===== src/rtl/cadd_pkg.sv =====
`timescale 1ns/1ps
package cadd_pkg;
   // operand interpretation selected by ones_mode_i
   typedef enum logic {
      REP_TWOS = 1'b0,
      REP_ONES = 1'b1
   } cadd_rep_e;

   // carry network variants of the core adder
   localparam int KIND_RIPPLE    = 0;
   localparam int KIND_LOOKAHEAD = 1;
   localparam int KIND_COUNT     = 2;
endpackage


===== src/rtl/cadd_operand_prep.sv =====
`timescale 1ns/1ps
// Forms the effective second addend and the adder carry-in.
module cadd_operand_prep
   import cadd_pkg::*;
#(
   parameter int N = 8
) (
   input  logic [N-1:0] b_in,
   input  logic         sub_in,
   input  cadd_rep_e    rep_in,
   output logic [N-1:0] eff_b_out,
   output logic         cin_out
);
   if (N < 2) begin : g_bad_n
      $error("cadd_operand_prep: N must be at least 2");
   end

   // inversion mask: all ones while subtracting
   logic [N-1:0] inv_mask;
   assign inv_mask  = {N{sub_in}};
   assign eff_b_out = b_in ^ inv_mask;
   // the +1 of two's-complement negation rides on the carry-in
   assign cin_out   = sub_in & (rep_in == REP_TWOS);
endmodule


===== src/rtl/cadd_core_adder.sv =====
`timescale 1ns/1ps
// N-bit adder with carry-in; the carry network is chosen by ADDER_KIND.
module cadd_core_adder
   import cadd_pkg::*;
#(
   parameter int N          = 8,
   parameter int ADDER_KIND = KIND_RIPPLE
) (
   input  logic [N-1:0] x_in,
   input  logic [N-1:0] y_in,
   input  logic         cin_in,
   output logic [N-1:0] sum_out,
   output logic         cout_out
);
   localparam int CW = N + 1;

   if (N < 2) begin : g_bad_n
      $error("cadd_core_adder: N must be at least 2");
   end
   if (ADDER_KIND < 0 || ADDER_KIND >= KIND_COUNT) begin : g_bad_kind
      $error("cadd_core_adder: unknown ADDER_KIND");
   end

   logic [N-1:0]  gen_w;
   logic [N-1:0]  prop_w;
   logic [CW-1:0] carry_w;

   assign gen_w  = x_in & y_in;
   assign prop_w = x_in ^ y_in;

   if (ADDER_KIND == KIND_LOOKAHEAD) begin : g_lookahead
      // every carry is a flat sum of generate terms qualified by propagates
      always_comb begin
         logic term_or;
         logic term;
         carry_w    = '0;
         carry_w[0] = cin_in;
         for (int i = 0; i < N; i++) begin
            term = cin_in;
            for (int j = 0; j <= i; j++) begin
               term = term & prop_w[j];
            end
            term_or = term;
            for (int j = 0; j <= i; j++) begin
               term = gen_w[j];
               for (int k = j + 1; k <= i; k++) begin
                  term = term & prop_w[k];
               end
               term_or = term_or | term;
            end
            carry_w[i+1] = term_or;
         end
      end
   end else begin : g_ripple
      // carry passes one bit position at a time
      always_comb begin
         carry_w    = '0;
         carry_w[0] = cin_in;
         for (int i = 0; i < N; i++) begin
            carry_w[i+1] = gen_w[i] | (prop_w[i] & carry_w[i]);
         end
      end
   end

   assign sum_out  = prop_w ^ carry_w[N-1:0];
   assign cout_out = carry_w[N];
endmodule


===== src/rtl/cadd_eac_stage.sv =====
`timescale 1ns/1ps
// Applies the end-around carry in one's-complement mode, flags negative
// zero, and optionally rewrites it to positive zero.
module cadd_eac_stage
   import cadd_pkg::*;
#(
   parameter int N = 8
) (
   input  logic [N-1:0] first_sum_in,
   input  logic         first_cout_in,
   input  cadd_rep_e    rep_in,
   input  logic         norm_in,
   output logic [N-1:0] pre_sum_out,
   output logic [N-1:0] final_sum_out,
   output logic         negzero_out
);
   if (N < 2) begin : g_bad_n
      $error("cadd_eac_stage: N must be at least 2");
   end

   logic         wrap_w;
   logic [N-1:0] inc_sum_w;
   logic [N:0]   inc_carry_w;

   assign wrap_w = first_cout_in & (rep_in == REP_ONES);

   // half-adder incrementer; a first-pass carry implies the first sum is at
   // most 2^N-2, so the top carry of this pass is always zero
   assign inc_carry_w[0] = wrap_w;
   for (genvar i = 0; i < N; i++) begin : g_inc
      assign inc_sum_w[i]     = first_sum_in[i] ^ inc_carry_w[i];
      assign inc_carry_w[i+1] = first_sum_in[i] & inc_carry_w[i];
   end

   assign pre_sum_out   = inc_sum_w;
   assign negzero_out   = (rep_in == REP_ONES) & (&inc_sum_w);
   assign final_sum_out = (norm_in & negzero_out) ? '0 : inc_sum_w;
endmodule


===== src/rtl/cadd_dual_top.sv =====
`timescale 1ns/1ps
module cadd_dual_top
   import cadd_pkg::*;
#(
   parameter int N          = 8,
   parameter int ADDER_KIND = KIND_RIPPLE
) (
   input  logic [N-1:0] a_i,
   input  logic [N-1:0] b_i,
   input  logic         ones_mode_i,
   input  logic         sub_i,
   input  logic         norm_i,
   output logic [N-1:0] sum_o,
   output logic         carry_o,
   output logic         ovf_o,
   output logic         negzero_o
);
   localparam int MSB = N - 1;

   if (N < 2) begin : g_bad_n
      $error("cadd_dual_top: N must be at least 2");
   end

   cadd_rep_e    rep_w;
   logic [N-1:0] eff_b_w;
   logic         cin_w;
   logic [N-1:0] first_sum_w;
   logic         first_cout_w;
   logic [N-1:0] pre_sum_w;

   assign rep_w = ones_mode_i ? REP_ONES : REP_TWOS;

   cadd_operand_prep #(.N(N)) i_prep (
      .b_in      (b_i),
      .sub_in    (sub_i),
      .rep_in    (rep_w),
      .eff_b_out (eff_b_w),
      .cin_out   (cin_w)
   );

   cadd_core_adder #(.N(N), .ADDER_KIND(ADDER_KIND)) i_adder (
      .x_in     (a_i),
      .y_in     (eff_b_w),
      .cin_in   (cin_w),
      .sum_out  (first_sum_w),
      .cout_out (first_cout_w)
   );

   cadd_eac_stage #(.N(N)) i_eac (
      .first_sum_in  (first_sum_w),
      .first_cout_in (first_cout_w),
      .rep_in        (rep_w),
      .norm_in       (norm_i),
      .pre_sum_out   (pre_sum_w),
      .final_sum_out (sum_o),
      .negzero_out   (negzero_o)
   );

   assign carry_o = first_cout_w;
   // same-sign rule on the effective operands, judged before normalization
   assign ovf_o   = (a_i[MSB] == eff_b_w[MSB]) & (pre_sum_w[MSB] != a_i[MSB]);
endmodule


===== config.mk =====
export PLATFORM = sky130hd
export DESIGN_NAME = cadd_dual_top
export DESIGN_NICKNAME = d
export VERILOG_FILES = /design/src/rtl/cadd_pkg.sv /design/src/rtl/cadd_operand_prep.sv /design/src/rtl/cadd_core_adder.sv /design/src/rtl/cadd_eac_stage.sv /design/src/rtl/cadd_dual_top.sv
export SDC_FILE = /design/constraint.sdc
export NUM_CORES = 1
export LEC_CHECK = 0
export CORE_AREA = 3 3 40 42
export DETAILED_ROUTE_END_ITERATION = 7
export DIE_AREA = 0 0 43 45
export DONT_BUFFER_PORTS = 1
export PLACE_DENSITY = 0.54
export SLEW_MARGIN = 20
export SYNTH_ARGS = -nofsm -noshare
export SYNTH_HDL_FRONTEND = slang
export SYNTH_SLANG_ARGS = --single-unit

===== constraint.sdc =====
create_clock -name vclk -period 9.6
set_clock_uncertainty 0.05 [all_clocks]
set_input_delay 0.96 -clock vclk [all_inputs]
set_output_delay 0.96 -clock vclk [all_outputs]
set_load 0.005 [all_outputs]

* Word level (Yosys, flattened, before mapping) *
Index checks and enable logic that the tools add are counted.

word-level totals
  memories = 0
  register bits = 0
  latch bits = 0
  bits in writable memories = 0
  memory bits (read-only) = 0

cells by class
  shifts and indexed selects = 0
  divide/modulo/power cells = 0
  $mul = 0
  bitwise gates (word level) = 41
  equality and inequality tests = 2
  add/sub/neg operators = 0
  magnitude comparators = 0
  muxes and demuxes = 2
  reductions and logical operators = 1

operators with widths
  operator               count
  bitwise XOR 8 bit      3
  AND 1 bit              20
  AND 8 bit              1
  2-to-1 mux 8 bit       1
  bitwise OR 1 bit       8
  AND reduction 8 bit    1
  bitwise XOR 1 bit      8
  equality test 1 bit    1
  2-to-1 mux 1 bit       1
  inequality test 1 bit  1
  NOT 1 bit              1

* Longest topological paths before layout *
  depth after elaboration = 32
  gate-level depth with buffers = 21
  mapped depth without buffers = 19

* By module *
Synthesis repeated with hierarchy kept, for this count alone.

second synthesis, totals
  cell total of the unflattened synthesis = 62
  area total of the unflattened synthesis = 559.3 um^2

by module, submodules not included
  module             cells an instance  times used  area an instance (um^2)  seq. area each (um^2)
  cadd_eac_stage     31                 1           251.5                    0.0
  cadd_core_adder    18                 1           197.7                    0.0
  cadd_operand_prep  10                 1           87.6                     0.0
  cadd_dual_top      3                  1           22.5                     0.0

* Worst setup path before layout *
No wires, ideal clock.

  path type = input to output
  from = in sub_i
  to = out sum_o[0]
  data arrival time = 6402 ps
  setup slack = 2188 ps
  path buffers = 2
  data required time = 8590 ps
  stages on the path = 21
  cell sequence = buf_2 xor2_1 fa_1 fa_1 fa_1 fa_1 fa_1 fa_1 fa_1 fa_1 and2_1 ha_1 ha_1 ha_1 ha_1 ha_1 ha_1 ha_1 and4_1 buf_2 a41oi_1

between the ends
  word-level cells in the longest chain between the ends = 31
  elaborated cells between the ends (all ways) = 41
  those cells by class = mux (1); bitwise (39); reduce/logical (1)

RTL lines
  item                    line                     source
  from (decl)             cadd_dual_top.sv:11      input logic sub_i,
  bitwise XOR 8 bit       cadd_operand_prep.sv:21  assign eff_b_out = b_in ^ inv_mask;
  bitwise XOR 8 bit       cadd_core_adder.sv:29    assign prop_w = x_in ^ y_in;
  AND 1 bit               cadd_core_adder.sv:60    carry_w[i+1] = gen_w[i] | (prop_w[i] & carry_w[i]);
  bitwise OR 1 bit        cadd_core_adder.sv:60
  AND 1 bit               cadd_core_adder.sv:60
  bitwise OR 1 bit        cadd_core_adder.sv:60
  AND 1 bit               cadd_core_adder.sv:60
  bitwise OR 1 bit        cadd_core_adder.sv:60
  [... 10 more ...]       n/a
  named net carry_o       cadd_dual_top.sv:14      output logic carry_o,
  AND 1 bit (*)           cadd_eac_stage.sv:25     assign wrap_w = first_cout_in & (rep_in == REP_ONES);
  AND 1 bit (7 in a row)  cadd_eac_stage.sv:32     assign inc_carry_w[i+1] = first_sum_in[i] & inc_carry_w[i];
  bitwise XOR 1 bit       cadd_eac_stage.sv:31     assign inc_sum_w[i] = first_sum_in[i] ^ inc_carry_w[i];
  AND reduction 8 bit     cadd_eac_stage.sv:36     assign negzero_out = (rep_in == REP_ONES) & (&inc_sum_w);
  AND 1 bit               cadd_eac_stage.sv:36
  AND 1 bit               cadd_eac_stage.sv:37     assign final_sum_out = (norm_in & negzero_out) ? '0 : inc_sum_w;
  2-to-1 mux 8 bit (*)    cadd_eac_stage.sv:37
  to (decl)               cadd_dual_top.sv:13      output logic [N-1:0] sum_o,

The timed path passes the listed nets; every way through them passes the cells marked *.

* Worst setup path after layout *
  from = in sub_i
  to = out negzero_o

between the ends
  word-level cells in the longest chain between the ends = 29
  elaborated cells between the ends (all ways) = 39
  those cells by class = bitwise (38); reduce/logical (1)

RTL lines
  item                     line                     source
  bitwise XOR 8 bit        cadd_operand_prep.sv:21
  bitwise XOR 8 bit        cadd_core_adder.sv:29
  AND 1 bit                cadd_core_adder.sv:60
  bitwise OR 1 bit         cadd_core_adder.sv:60
  AND 1 bit                cadd_core_adder.sv:60
  bitwise OR 1 bit         cadd_core_adder.sv:60
  AND 1 bit                cadd_core_adder.sv:60
  bitwise OR 1 bit         cadd_core_adder.sv:60
  [... 8 more ...]         n/a
  AND 1 bit                cadd_core_adder.sv:60
  bitwise OR 1 bit (*)     cadd_core_adder.sv:60
  named net carry_o        cadd_dual_top.sv:14
  AND 1 bit (*)            cadd_eac_stage.sv:25
  AND 1 bit (7 in a row)   cadd_eac_stage.sv:32
  bitwise XOR 1 bit        cadd_eac_stage.sv:31
  AND reduction 8 bit (*)  cadd_eac_stage.sv:36
  AND 1 bit (*)            cadd_eac_stage.sv:36
  to (decl)                cadd_dual_top.sv:16      output logic negzero_o

Marked as above.

==> flow_summary.ini <==
[routing]
wirelength_um = 888
wl_per_cell_um = 14.1
vias = 348
drt_iter0_drc = 4
ant_nets = 0
remaining_drc_errors = 0
viasPerCell = 5.52
drt-pass1-iter-count = 4

[setup_path]
arrival_ns = 6.42
cp_cell_sequence = xor2_1, fa_1, fa_1, fa_1, fa_1, fa_1, fa_1, fa_1, fa_1, and2_1, ha_1, ha_1, ha_1, ha_1, ha_1, ha_1, ha_1, and4_1, and3_1
critPathCaptureType = output port
worst-setup-path-type = input port to output port
crit_family = adder cells
worstPathMaxFanout = 9
max_stage_delay_ns = 0.43
start_kind = input port
worstPathRequired_ns = 8.59
cp_common_cell = fa_1
crit_slowest_cell = fa_1
worst-path-buf-inv = 0
cp.depth = 19

[synthesis]
synth_compound_gate_area_share_pct = 12.7
yosysTopAreaCell = fa_1
ys_warn_count = 0
synth.area.top_cells = fa_1, ha_1, xor2_1, a41oi_1, inv_1
synth_cell_type_count = 16
synth_top_family_by_area = adder cells
synth-simple-area-share_pct = 7.55
syn-mean-instance-area_sq_um = 10.2
synthXorXnorAreaFrac_pct = 22.2
netlist_top_cells_count = fa_1, ha_1, xor2_1
synth_mux_area_share_pct = 0
yosysSeqAreaShare_pct = 0
synth_top_area_share_pct = 30.2
syn-num-nets = 87
yosys.area_share.adder_pct = 49.1
syn_inst = 52
synth_area_sq_um = 531

[global_routing]
antenna_found_initial = 0
grt_pass1_vias = 357
grt_max_degree = 10
met2_usage_pct = 16.5
grt_use_total_pct = 9.63
grt_overflow_total = 0
grt.met1_usage_pct = 14.0
grtUsageMet3_pct = 1.20
grt_pass1_wl_um = 1530
top_usage_layer = met2

[power]
p_int_w = 0.0000227
power.leakage_nw = 0.256
p_switching_w = 0.0000294
seqPwrFrac_pct = 0
ir_drop_mv = 0.0318
power.density_nw_per_um2 = 98.2
combPwrFrac_pct = 100.0
p_sw_share_pct = 56.4
power_w = 0.0000521
clkPwrFrac_pct = 0

[layout]
n_clock_buffer = 0
regArea_sq_um = 0
area_delta_synth_final_pct = 0
seq_cell_count = 0
insertedDiodeCount = 0
final_util_pct = 41.3
fill_cells = 136
drive_gt1_share_pct = 2.08
nNetsFinal = 85

[timing]
fmax_ghz = 0.135
min_period_ns = 7.43
timing.final.ws_setup_ns = 2.17
final-max-slew-violation-count = 0
min_period_over_period_pct = 77.4
relSlewSlack_pct = 79.0
fin_setup_tns_ns = 0
finalHoldViolCount = 0
setup_viol = 0
rsz0062_at_grt = no
worstMarginPinSlew_ns = 0.315

[placed_design]
gp_congestion = 0.786
hpwl_um = 845
pre_cts_slack_ns = 2.13
io_buffers = 0

[worst_hold_path]
hold_path_end = sum_o[7]
hold_path_class = input port to output port
hold_start = norm_i
whs_path_depth = 1

[floorplanning]
die_h_um = 45
start_util_pct = 41.3
rows = 13
ios = 30
fp.dieW_um = 43
core_area_sq_um = 1280
dieArea_sq_um = 1940

[cts]
cts_setup_buffers = 0
cts_hold_buf = 0
ctsResizeCount = 0

[job]
drv_cap = 0

[run_status]
status = completed
power groups by stage:
| stage | clock [W] | combinational, W | sequential, W |
|---|---|---|---|
| 6_report | 0 | 0.0000521 | 0 |
| 5_1_grt | 0 | 0.0000627 | 0 |
| 4_1_cts | 0 | 0.0000537 | 0 |
| 3_5_place_dp | 0 | 0.0000527 | 0 |
| 3_3_place_gp | 0 | 0.0000520 | 0 |
| 2_1_floorplan | 0 | 0.0000452 | 0 |
layout by cell type, fill, tap and decap left out, drive strengths merged:
cell and instances:
nor2 1, a31oi 1, and4 2, inv 7, a41oi 7, nor2b 1, xnor3 1, and3 1
xor2 9, and2 1, xnor2 1, ha 8, fa 8
kinds of logic (layout without fill, tap and decap cells):
family | after synthesis | after routing
adder cells (fa/ha/maj) | 16 | 16
XOR/XNOR | 11 | 11
buffers and inverters | 11 | 7
AO/OA/AOI/OAI | 8 | 8
AND/OR/NAND/NOR | 6 | 6
worst max-delay path by stage:
stage | end | start | slack [ns]
2_1_floorplan | sum_o[0] | sub_i | 2.19
3_3_place_gp | sum_o[1] | sub_i | 2.22
3_5_place_dp | sum_o[6] | sub_i | 2.13
4_1_cts | sum_o[6] | sub_i | 2.13
5_1_grt | sum_o[4] | sub_i | 1.91
6_report | negzero_o | sub_i | 2.17
stage by stage:
stage / std cells / hold WS [ns] / cell area, sq um
floorplan: 52 / 2.02 / 531
global placement: 63 / 1.95 / 531
detailed placement: 63 / 1.95 / 531
CTS: 63 / 1.95 / 531
global route: 63 / 1.95 / 531
finish: 63 / 1.95 / 531
cell type report:
cell class / instances / area [sq um] / share of cell area, %
inverter: 7 / 26.3 / 4.95
multi-input combinational: 41 / 485 / 91.5
tap: 15 / 18.8 / 3.54
metal layers:
| layer | vias to the layer above | part of all wire [%] | wire [um] |
|---|---|---|---|
| li1 | 173 | - | - |
| met1 | 156 | 40 | 356 |
| met2 | 19 | 48 | 429 |
| met3 | 0 | 11 | 101 |
| met4 | 0 | 0 | 0 |
| met5 | - | 0 | 0 |
No activity file was read; power rests on OpenSTA's default activity.
